File: src/rtl/sup_pkg.sv
package sup_pkg;
  typedef enum logic [1:0] {
    TRIP_NONE = 2'd0,
    TRIP_OV   = 2'd1,
    TRIP_UV   = 2'd2
  } trip_e;
endpackage

File: src/rtl/tick_timer.sv
module tick_timer #(
  parameter int LIMIT = 6144,
  localparam int W = $clog2(LIMIT + 1)
) (
  input  logic clk_i,
  input  logic rst_ni,
  input  logic clr_i,
  input  logic adv_i,
  output logic done_o
);
  logic [W-1:0] cnt_q;

  always_ff @(posedge clk_i or negedge rst_ni) begin
    if (!rst_ni)                         cnt_q <= '0;
    else if (clr_i)                      cnt_q <= '0;
    else if (adv_i && !done_o)           cnt_q <= cnt_q + 1'b1;
  end

  assign done_o = (cnt_q == W'(LIMIT));
endmodule

File: src/rtl/ilim_ramp.sv
module ilim_ramp #(
  parameter int RAMP_CYCLES = 512,
  parameter int RAMP_STEPS  = 5,
  localparam int STEP_LEN   = RAMP_CYCLES / RAMP_STEPS,
  localparam int SW         = $clog2(STEP_LEN + 1),
  localparam int CW         = $clog2(RAMP_STEPS + 1)
) (
  input  logic          clk_i,
  input  logic          rst_ni,
  input  logic          clr_i,
  input  logic          adv_i,
  output logic [CW-1:0] code_o
);
  logic [SW-1:0] sub_q;
  logic [CW-1:0] idx_q;
  logic          full;

  assign full = (idx_q == CW'(RAMP_STEPS));

  always_ff @(posedge clk_i or negedge rst_ni) begin
    if (!rst_ni) begin
      sub_q <= '0;
      idx_q <= '0;
    end else if (clr_i) begin
      sub_q <= '0;
      idx_q <= '0;
    end else if (adv_i && !full) begin
      if (sub_q == SW'(STEP_LEN - 1)) begin
        sub_q <= '0;
        idx_q <= idx_q + 1'b1;
      end else begin
        sub_q <= sub_q + 1'b1;
      end
    end
  end

  assign code_o = idx_q;
endmodule

File: src/rtl/trip_latch.sv
module trip_latch
  import sup_pkg::*;
(
  input  logic clk_i,
  input  logic rst_ni,
  input  logic en_i,
  input  logic run_i,
  input  logic armed_i,
  input  logic ov_i,
  input  logic uv_i,
  output logic fault_o,
  output logic force_ls_o
);
  trip_e trip_q;

  always_ff @(posedge clk_i or negedge rst_ni) begin
    if (!rst_ni)                              trip_q <= TRIP_NONE;
    else if (!en_i)                           trip_q <= TRIP_NONE;
    else if (trip_q == TRIP_NONE) begin
      // overvoltage wins over a simultaneous undervoltage
      if (ov_i)                               trip_q <= TRIP_OV;
      else if (run_i && armed_i && uv_i)      trip_q <= TRIP_UV;
    end
  end

  assign fault_o    = (trip_q != TRIP_NONE);
  assign force_ls_o = (trip_q == TRIP_OV);
endmodule

File: src/rtl/chan_start_supervisor.sv
module chan_start_supervisor #(
  parameter int RAMP_CYCLES   = 512,
  parameter int RAMP_STEPS    = 5,
  parameter int PG_CYCLES     = 32768,
  parameter int UV_ARM_CYCLES = 6144,
  localparam int CODE_W       = $clog2(RAMP_STEPS + 1)
) (
  input  logic              clk_i,
  input  logic              rst_ni,
  input  logic              en_i,
  input  logic              tick_i,
  input  logic              ov_i,
  input  logic              pg_low_i,
  input  logic              uv_i,
  input  logic              hot_i,
  input  logic              peer_fault_i,
  output logic [CODE_W-1:0] ilim_code_o,
  output logic              pg_o,
  output logic              fault_o,
  output logic              force_ls_o
);
  logic              run, clr, adv;
  logic              pg_done, uv_armed;
  logic [CODE_W-1:0] ramp_code;

  assign run = en_i & ~fault_o & ~peer_fault_i & ~hot_i;
  assign clr = ~run;
  assign adv = run & tick_i;

  ilim_ramp #(.RAMP_CYCLES(RAMP_CYCLES), .RAMP_STEPS(RAMP_STEPS)) u_ramp (
    .clk_i(clk_i), .rst_ni(rst_ni), .clr_i(clr), .adv_i(adv), .code_o(ramp_code)
  );

  tick_timer #(.LIMIT(PG_CYCLES)) u_pg_tmr (
    .clk_i(clk_i), .rst_ni(rst_ni), .clr_i(clr), .adv_i(adv), .done_o(pg_done)
  );

  tick_timer #(.LIMIT(UV_ARM_CYCLES)) u_uv_tmr (
    .clk_i(clk_i), .rst_ni(rst_ni), .clr_i(clr), .adv_i(adv), .done_o(uv_armed)
  );

  trip_latch u_trip (
    .clk_i(clk_i), .rst_ni(rst_ni), .en_i(en_i), .run_i(run), .armed_i(uv_armed),
    .ov_i(ov_i), .uv_i(uv_i), .fault_o(fault_o), .force_ls_o(force_ls_o)
  );

  assign ilim_code_o = run ? ramp_code : '0;
  assign pg_o        = run & pg_done & ~pg_low_i;
endmodule

File: config.mk
export PLATFORM = sky130hd
export DESIGN_NAME = chan_start_supervisor
export DESIGN_NICKNAME = d
export VERILOG_FILES = /design/src/rtl/sup_pkg.sv /design/src/rtl/tick_timer.sv /design/src/rtl/ilim_ramp.sv /design/src/rtl/trip_latch.sv /design/src/rtl/chan_start_supervisor.sv
export SDC_FILE = /design/constraint.sdc
export NUM_CORES = 1
export LEC_CHECK = 0
export ABC_AREA = 0
export BUFFER_PORTS_ARGS = -buffer_cell sky130_fd_sc_hd__buf_2
export CAP_MARGIN = 20
export CORE_MARGIN = 8
export CORE_UTILIZATION = 30
export DETAILED_ROUTE_END_ITERATION = 16
export PLACE_DENSITY = 0.53
export REMOVE_ABC_BUFFERS = 1
export SETUP_SLACK_MARGIN = 0.4
export SLEW_MARGIN = 20
export SYNTH_ARGS = -nofsm -noshare
export SYNTH_HDL_FRONTEND = slang
export SYNTH_SLANG_ARGS = --single-unit
File: constraint.sdc
create_clock -name clk_i -period 1.7 [get_ports clk_i]
set_input_delay 0.17 -clock clk_i [delete_from_list [all_inputs] [get_ports clk_i]]
set_output_delay 0.17 -clock clk_i [all_outputs]
set_load 0.005 [all_outputs]
# --- Word level (Yosys, flattened, before mapping) ---
# Cells that the tools add are included.
word_totals:
  register_bits: 41
  inputBits: 9
  out_inout_bits: 6
  word_cells: 57
op_classes:
  addsub: 4
  n_eq_ne: 11
  muxes: 15
  bitwise: 10
  reduce_logical: 12
ops:
  columns: ["operator", "n"]
  rows:
  - ["two-way mux 16 bit", 2]
  - ["two-way mux 13 bit", 2]
  - ["two-way mux 7 bit", 3]
  - ["adder 16 x 1 -> 16 bit (second input constant)", 1]
  - ["equality test 16 bit (second input constant)", 1]
  - ["adder 13 x 1 -> 13 bit (second input constant)", 1]
  - ["equality test 13 bit (second input constant)", 1]
  - ["two-way mux 3 bit", 4]
  - ["inequality test 2 x 1 -> 1 bit (second input constant)", 5]
  - ["two-way mux 2 bit", 4]
  - ["adder 7 x 1 -> 7 bit (second input constant)", 1]
  - ["equality test 7 bit (second input constant)", 1]
  - ["bitwise AND 1 bit", 6]
  - ["logical AND 1 bit", 5]
  - ["inverter 1 bit", 4]
  - ["AND reduction 2 bit", 2]
  - ["adder 3 x 1 -> 3 bit (second input constant)", 1]
  - ["equality test 3 bit (second input constant)", 1]
  - ["zero test 1 bit", 3]
  - ["inequality test 3 x 1 -> 1 bit (second input constant)", 1]
  - ["equality test 2 x 1 -> 1 bit (second input constant)", 1]
  - ["zero test 2 bit", 1]
  - ["nonzero test 2 bit", 1]

# --- Longest topological paths before layout ---
depth:
  depth_word: 11
  mapped_depth: 6

# --- Cells and area by module ---
# A second synthesis with hierarchy kept.
unflattened:
  cells_unflattened: 255
  area_unflattened_um2: 2438.6
modules_own_cells:
  columns: ["mod", "n_inst", "cells_per_inst", "area_per_inst_um2"]
  rows:
  - ["tick_timer at u_pg_tmr", 1, 96, 909.6]
  - ["tick_timer at u_uv_tmr", 1, 74, 737.0]
  - ["ilim_ramp", 1, 69, 629.4]
  - ["trip_latch", 1, 9, 96.3]
  - ["chan_start_supervisor", 1, 7, 66.3]

# --- Worst setup path before layout ---
# No wires, ideal clock.
synth_timing:
  path_type: "flip-flop to flip-flop"
  start: "reg u_ramp.idx_q[0] (netlist: u_ramp.code_o[0])"
  end: "reg u_ramp.idx_q[0] (netlist: u_ramp.code_o[0])"
  setup_ns: 0.132
  t_arrival_ns: 1.700
  t_required_ns: 1.568
  slack_ns: -0.132
  stages_incl_launch_ff: 6
  path_buffers: 0
  period_less_slack_ns: 1.832
  cell_sequence: "dfrtp_1 -> ha_1 -> a21boi_2 -> or4b_2 -> xor2_1 -> nor2_1"
synth_between:
  elab_chain_len: 5
  elab_cells_between_ends: 9
  cone_classes: "add/sub: 1; eq/ne: 2; mux: 3; reduce/logical: 3"
synth_rtl:
  columns: ["item", "line", "source"]
  rows:
  - ["from (decl)", "ilim_ramp.sv:15", "logic [CW-1:0] idx_q;"]
  - ["from (signal assigned)", "ilim_ramp.sv:30", "idx_q <= idx_q + 1'b1;"]
  - ["branches (longest 5 deep; another with adder 3 x 1 -> 3 bit)", null, null]
# Several ways; the timed one is not identified. The select of a mux whose other input is x is not followed.
# A chain may end at the register's enable or synchronous reset.

# --- Final worst setup path ---
layout_timing:
  start: "reg u_trip.trip_q[0]"
  end: "out ilim_code_o[1]"
layout_between:
  elab_chain_len: 6
layout_rtl:
  columns: ["item", "line", "source"]
  rows:
  - ["from (decl)", "trip_latch.sv:14", "trip_e trip_q;"]
  - ["from (signal assigned)", "trip_latch.sv:17", "if (!rst_ni) trip_q <= TRIP_NONE;"]
  - ["from (signal assigned)", "trip_latch.sv:18", "else if (!en_i) trip_q <= TRIP_NONE;"]
  - ["from (signal assigned)", "trip_latch.sv:21", "if (ov_i) trip_q <= TRIP_OV;"]
  - ["nonzero test 2 bit", "trip_latch.sv:26", "assign fault_o = (trip_q != TRIP_NONE);"]
  - ["inverter 1 bit", "chan_start_supervisor.sv:26", "assign run = en_i & ~fault_o & ~peer_fault_i & ~hot_i;"]
  - ["bitwise AND 1 bit (3 in series)", "chan_start_supervisor.sv:26", null]
  - ["two-way mux 3 bit", "chan_start_supervisor.sv:47", "assign ilim_code_o = run ? ramp_code : '0;"]
  - ["to (decl)", "chan_start_supervisor.sv:17", "output logic [CODE_W-1:0] ilim_code_o,"]
# No other way between the ends.

==> out/metrics.cfg <==
[yosys]
yosysSeqAreaShare=0.457
synth_area_leader_cell=dfrtp_1
yosysTopAreaCellShare=0.457
synthDistinctLibCells=46
synthArstFlopShare=1.00
netlist_instances=234
ys_seq_elements=41
synthSimpleGateAreaFrac=0.281
synth_xor_area_frac=0.0702
synth_compound_gate_area_share=0.104
synth_mux_area_frac=0.0139
synth_edf_count=0
syn_area_sq_um=2250
synth_warnings=0
yosys-top-cells-area=dfrtp_1, xor2_1, ha_1, nand4_1, nand3_1
ys.flop_type=dfrtp_1
synth_top_family_by_area=simple AND/OR/NAND/NOR gates
synth_fa_ha_area_frac=0.0445
avgSynthCellArea_sq_um=9.60

[setup_path]
cp-end-kind=output port
critPathBufInv=2
r2r_setup_slack_ps=-110
reg2reg_depth=7
cpPeakStageDelay_ps=520
crit_fanout=16
critical_path.cell_chain=or4b_4 > or2_4 > buf_4 > nor2_1 > buf_2
start_kind=flop
rr_endpoint=u_uv_tmr.cnt_q[5]$_DFFE_PN0P_
regToRegStartpoint=u_trip.trip_q[0]$_DFFE_PN0P_
worst_ep_required_time_ps=1530
arrival_ps=1900
crit_slowest_cell=or4b_4
path_class=flop to output port
crit_family=simple AND/OR/NAND/NOR gates

[clocking]
insertion_delay_ps=300
clock_sink_count=41
clk_pin_slew_ps=90
clockBufferDepth=2
cts_made_buffers=5
ctsRootBufferMaster=clkbuf_8
cts_max_level=2
cts_tree=built

[pwr]
power_mw=1.97
p_clk_frac=0.425
combPwrFrac=0.079
p_sw_mw=0.443
switching_share=0.224
power.density_nw_per_um2=620
p_int_mw=1.53
p_seq_frac=0.496
power.leakage_nw=1.38
ir_drop_uv=382

[global_routing]
grt_pass1_vias=1954
antenna_found_initial=0
grt_util_all_layers=0.108
grt_overflow=0
grt_start_max_net_pins=42
grt_pass1_wl_mm=9.14

[final_layout]
stdcell_count=399
syn_to_final_growth_pct=41.6
insertedDiodeCount=0
final_area_sq_um=3180
fillers=703
final_cell_mix=buf_4, dfrtp_1, nand3_1, nand2_1, nand4_1
nets=316
final_layout_size_suffix_gt1_frac=0.380

[place]
hpwl_mm=3.60
placedCellCount=376
place_area_sq_um=2700
place.gp.congestion=0.821
portBuffers=14

[hold_path]
min_from=ov_i
min_to=u_trip.trip_q[1]$_DFFE_PN0P_
holdPathStages=2
worstHoldPathType=primary input to flop

[die]
initial_core_util=0.310
rows=31
ioPinCount=15
die_area_sq_um=10500
fp.dieW_um=103
chipHeight_um=103
core_sq_um=7250

[timing]
finalMaxSlewViolations=0
setup_viol=24
setup_slack_ps=-371
clock_skew_ps=10.5
layout_min_cycle_time_ps=2070
setup_tns_ps=-2390
worstMarginPinSlew_ps=326
rsz0062_at_grt=true
maxSlewHeadroom=0.780
max_freq_ghz=0.483
finalHoldViolCount=0
post-route-period-util=1.22

[route]
firstDrtPassIters=4
drtIter0Drc=51
ant_nets=0
wire_per_inst_um=13.3
avgViaCountPerCell=4.85
num_vias=1934
drc=0
routed_wl_mm=5.30

[status]
status=finished, violations left
violations=setup timing

[run]
drv_cap=0

area by class of cell:
type / count / area (sq um) / area share
clock buffer: 7 / 86.3 / 0.0271
clock inverter: 1 / 30.0 / 0.00944
inverter: 10 / 37.5 / 0.0118
multi-input combinational: 176 / 1370 / 0.429
sequential: 41 / 1030 / 0.322
tap: 99 / 124 / 0.0389
timing repair buffer: 65 / 513 / 0.161
power by group through the flow:
| stage | Combinational, mW | Sequential [mW] | Clock [mW] |
|---|---|---|---|
| after detailed placement | 0.115 | 0.999 | 0 |
| after global placement | 0.114 | 0.999 | 0 |
| after global routing | 0.172 | 0.980 | 0.903 |
| after CTS | 0.133 | 0.979 | 0.860 |
| after floorplan | 0.0359 | 1.00 | 0 |
| final | 0.156 | 0.980 | 0.838 |
sequential cells by signal (all words and copies together), names as in the netlist:
name / cells
u_trip.trip_q: 2
u_ramp.sub_q: 7
u_ramp.code_o: 3
u_pg_tmr.cnt_q: 16
u_uv_tmr.cnt_q: 13
worst max-delay path by stage:
| stage | start | endpoint | slack (ps) | cells past startpoint |
|---|---|---|---|---|
| floorplan | u_trip.trip_q[0]$_DFFE_PN0P_ | u_pg_tmr.cnt_q[9]$_DFFE_PN0P_ | -500 | 4 |
| global placement | u_trip.trip_q[0]$_DFFE_PN0P_ | u_pg_tmr.cnt_q[9]$_DFFE_PN0P_ | -120 | 4 |
| detailed placement | u_trip.trip_q[0]$_DFFE_PN0P_ | u_trip.trip_q[1]$_DFFE_PN0P_ | -130 | 4 |
| CTS | u_trip.trip_q[0]$_DFFE_PN0P_ | pg_o | -390 | 5 |
| global route | u_trip.trip_q[0]$_DFFE_PN0P_ | ilim_code_o[1] | -450 | 5 |
| finish | u_trip.trip_q[0]$_DFFE_PN0P_ | ilim_code_o[1] | -370 | 5 |
per-layer routing:
metal / share of wire / GRT usage
met4: 0.011 / 0.0395
met5: 0 / 0
met3: 0.033 / 0.0223
met2: 0.47 / 0.171
met1: 0.48 / 0.142
stage by stage:
stage | util | worst slack (ps) | hold slack, ps
after global placement | 0.372 | -122 | 163
final | 0.439 | -371 | 69.9
after global routing | 0.439 | -449 | 62.5
after floorplan | - | -499 | -126
after CTS | 0.405 | -391 | 58.6
after detailed placement | 0.372 | -126 | 165
worst reg2reg max path, delay by kind of cell (launching register included):
family,cells,cell delay (ps)
XOR/XNOR,1,110
buffers and inverters,3,450
AND/OR/NAND/NOR,3,750
flip-flops,1,390
synthesized netlist by cell type, types with 4 or more instances:
library cell / number
and3_1: 5
inv_1: 10
xor2_1: 13
o21ai_0: 5
xnor2_1: 5
nand4_1: 14
nand2_1: 16
a21oi_1: 12
nor4b_1: 4
nand3_1: 17
ha_1: 8
or3_1: 10
nor3_1: 4
nor2_1: 21
dfrtp_1: 41
logic make-up (layout without fill, tap and decap cells):
group                      count (synthesis)  in the layout
muxes                                      3              3
buffers and inverters                     17             83
adders and majority gates                  8              8
DFF                                       41             41
and+or+nand+nor                          112            112
AOI/OAI and AO/OA                         35             35
xor gates and xnor gates                  18             18
what timing repair did:
item                                    4_1_cts  5_1_grt
endpoints found under the setup margin       45       46
endpoints found under the hold margin        41        0
resized for setup                            21       37
pin swaps                                     9        7
hold buffers                                  1        0
buffers inserted                              3       11
No activity file was read; power rests on OpenSTA's default activity.
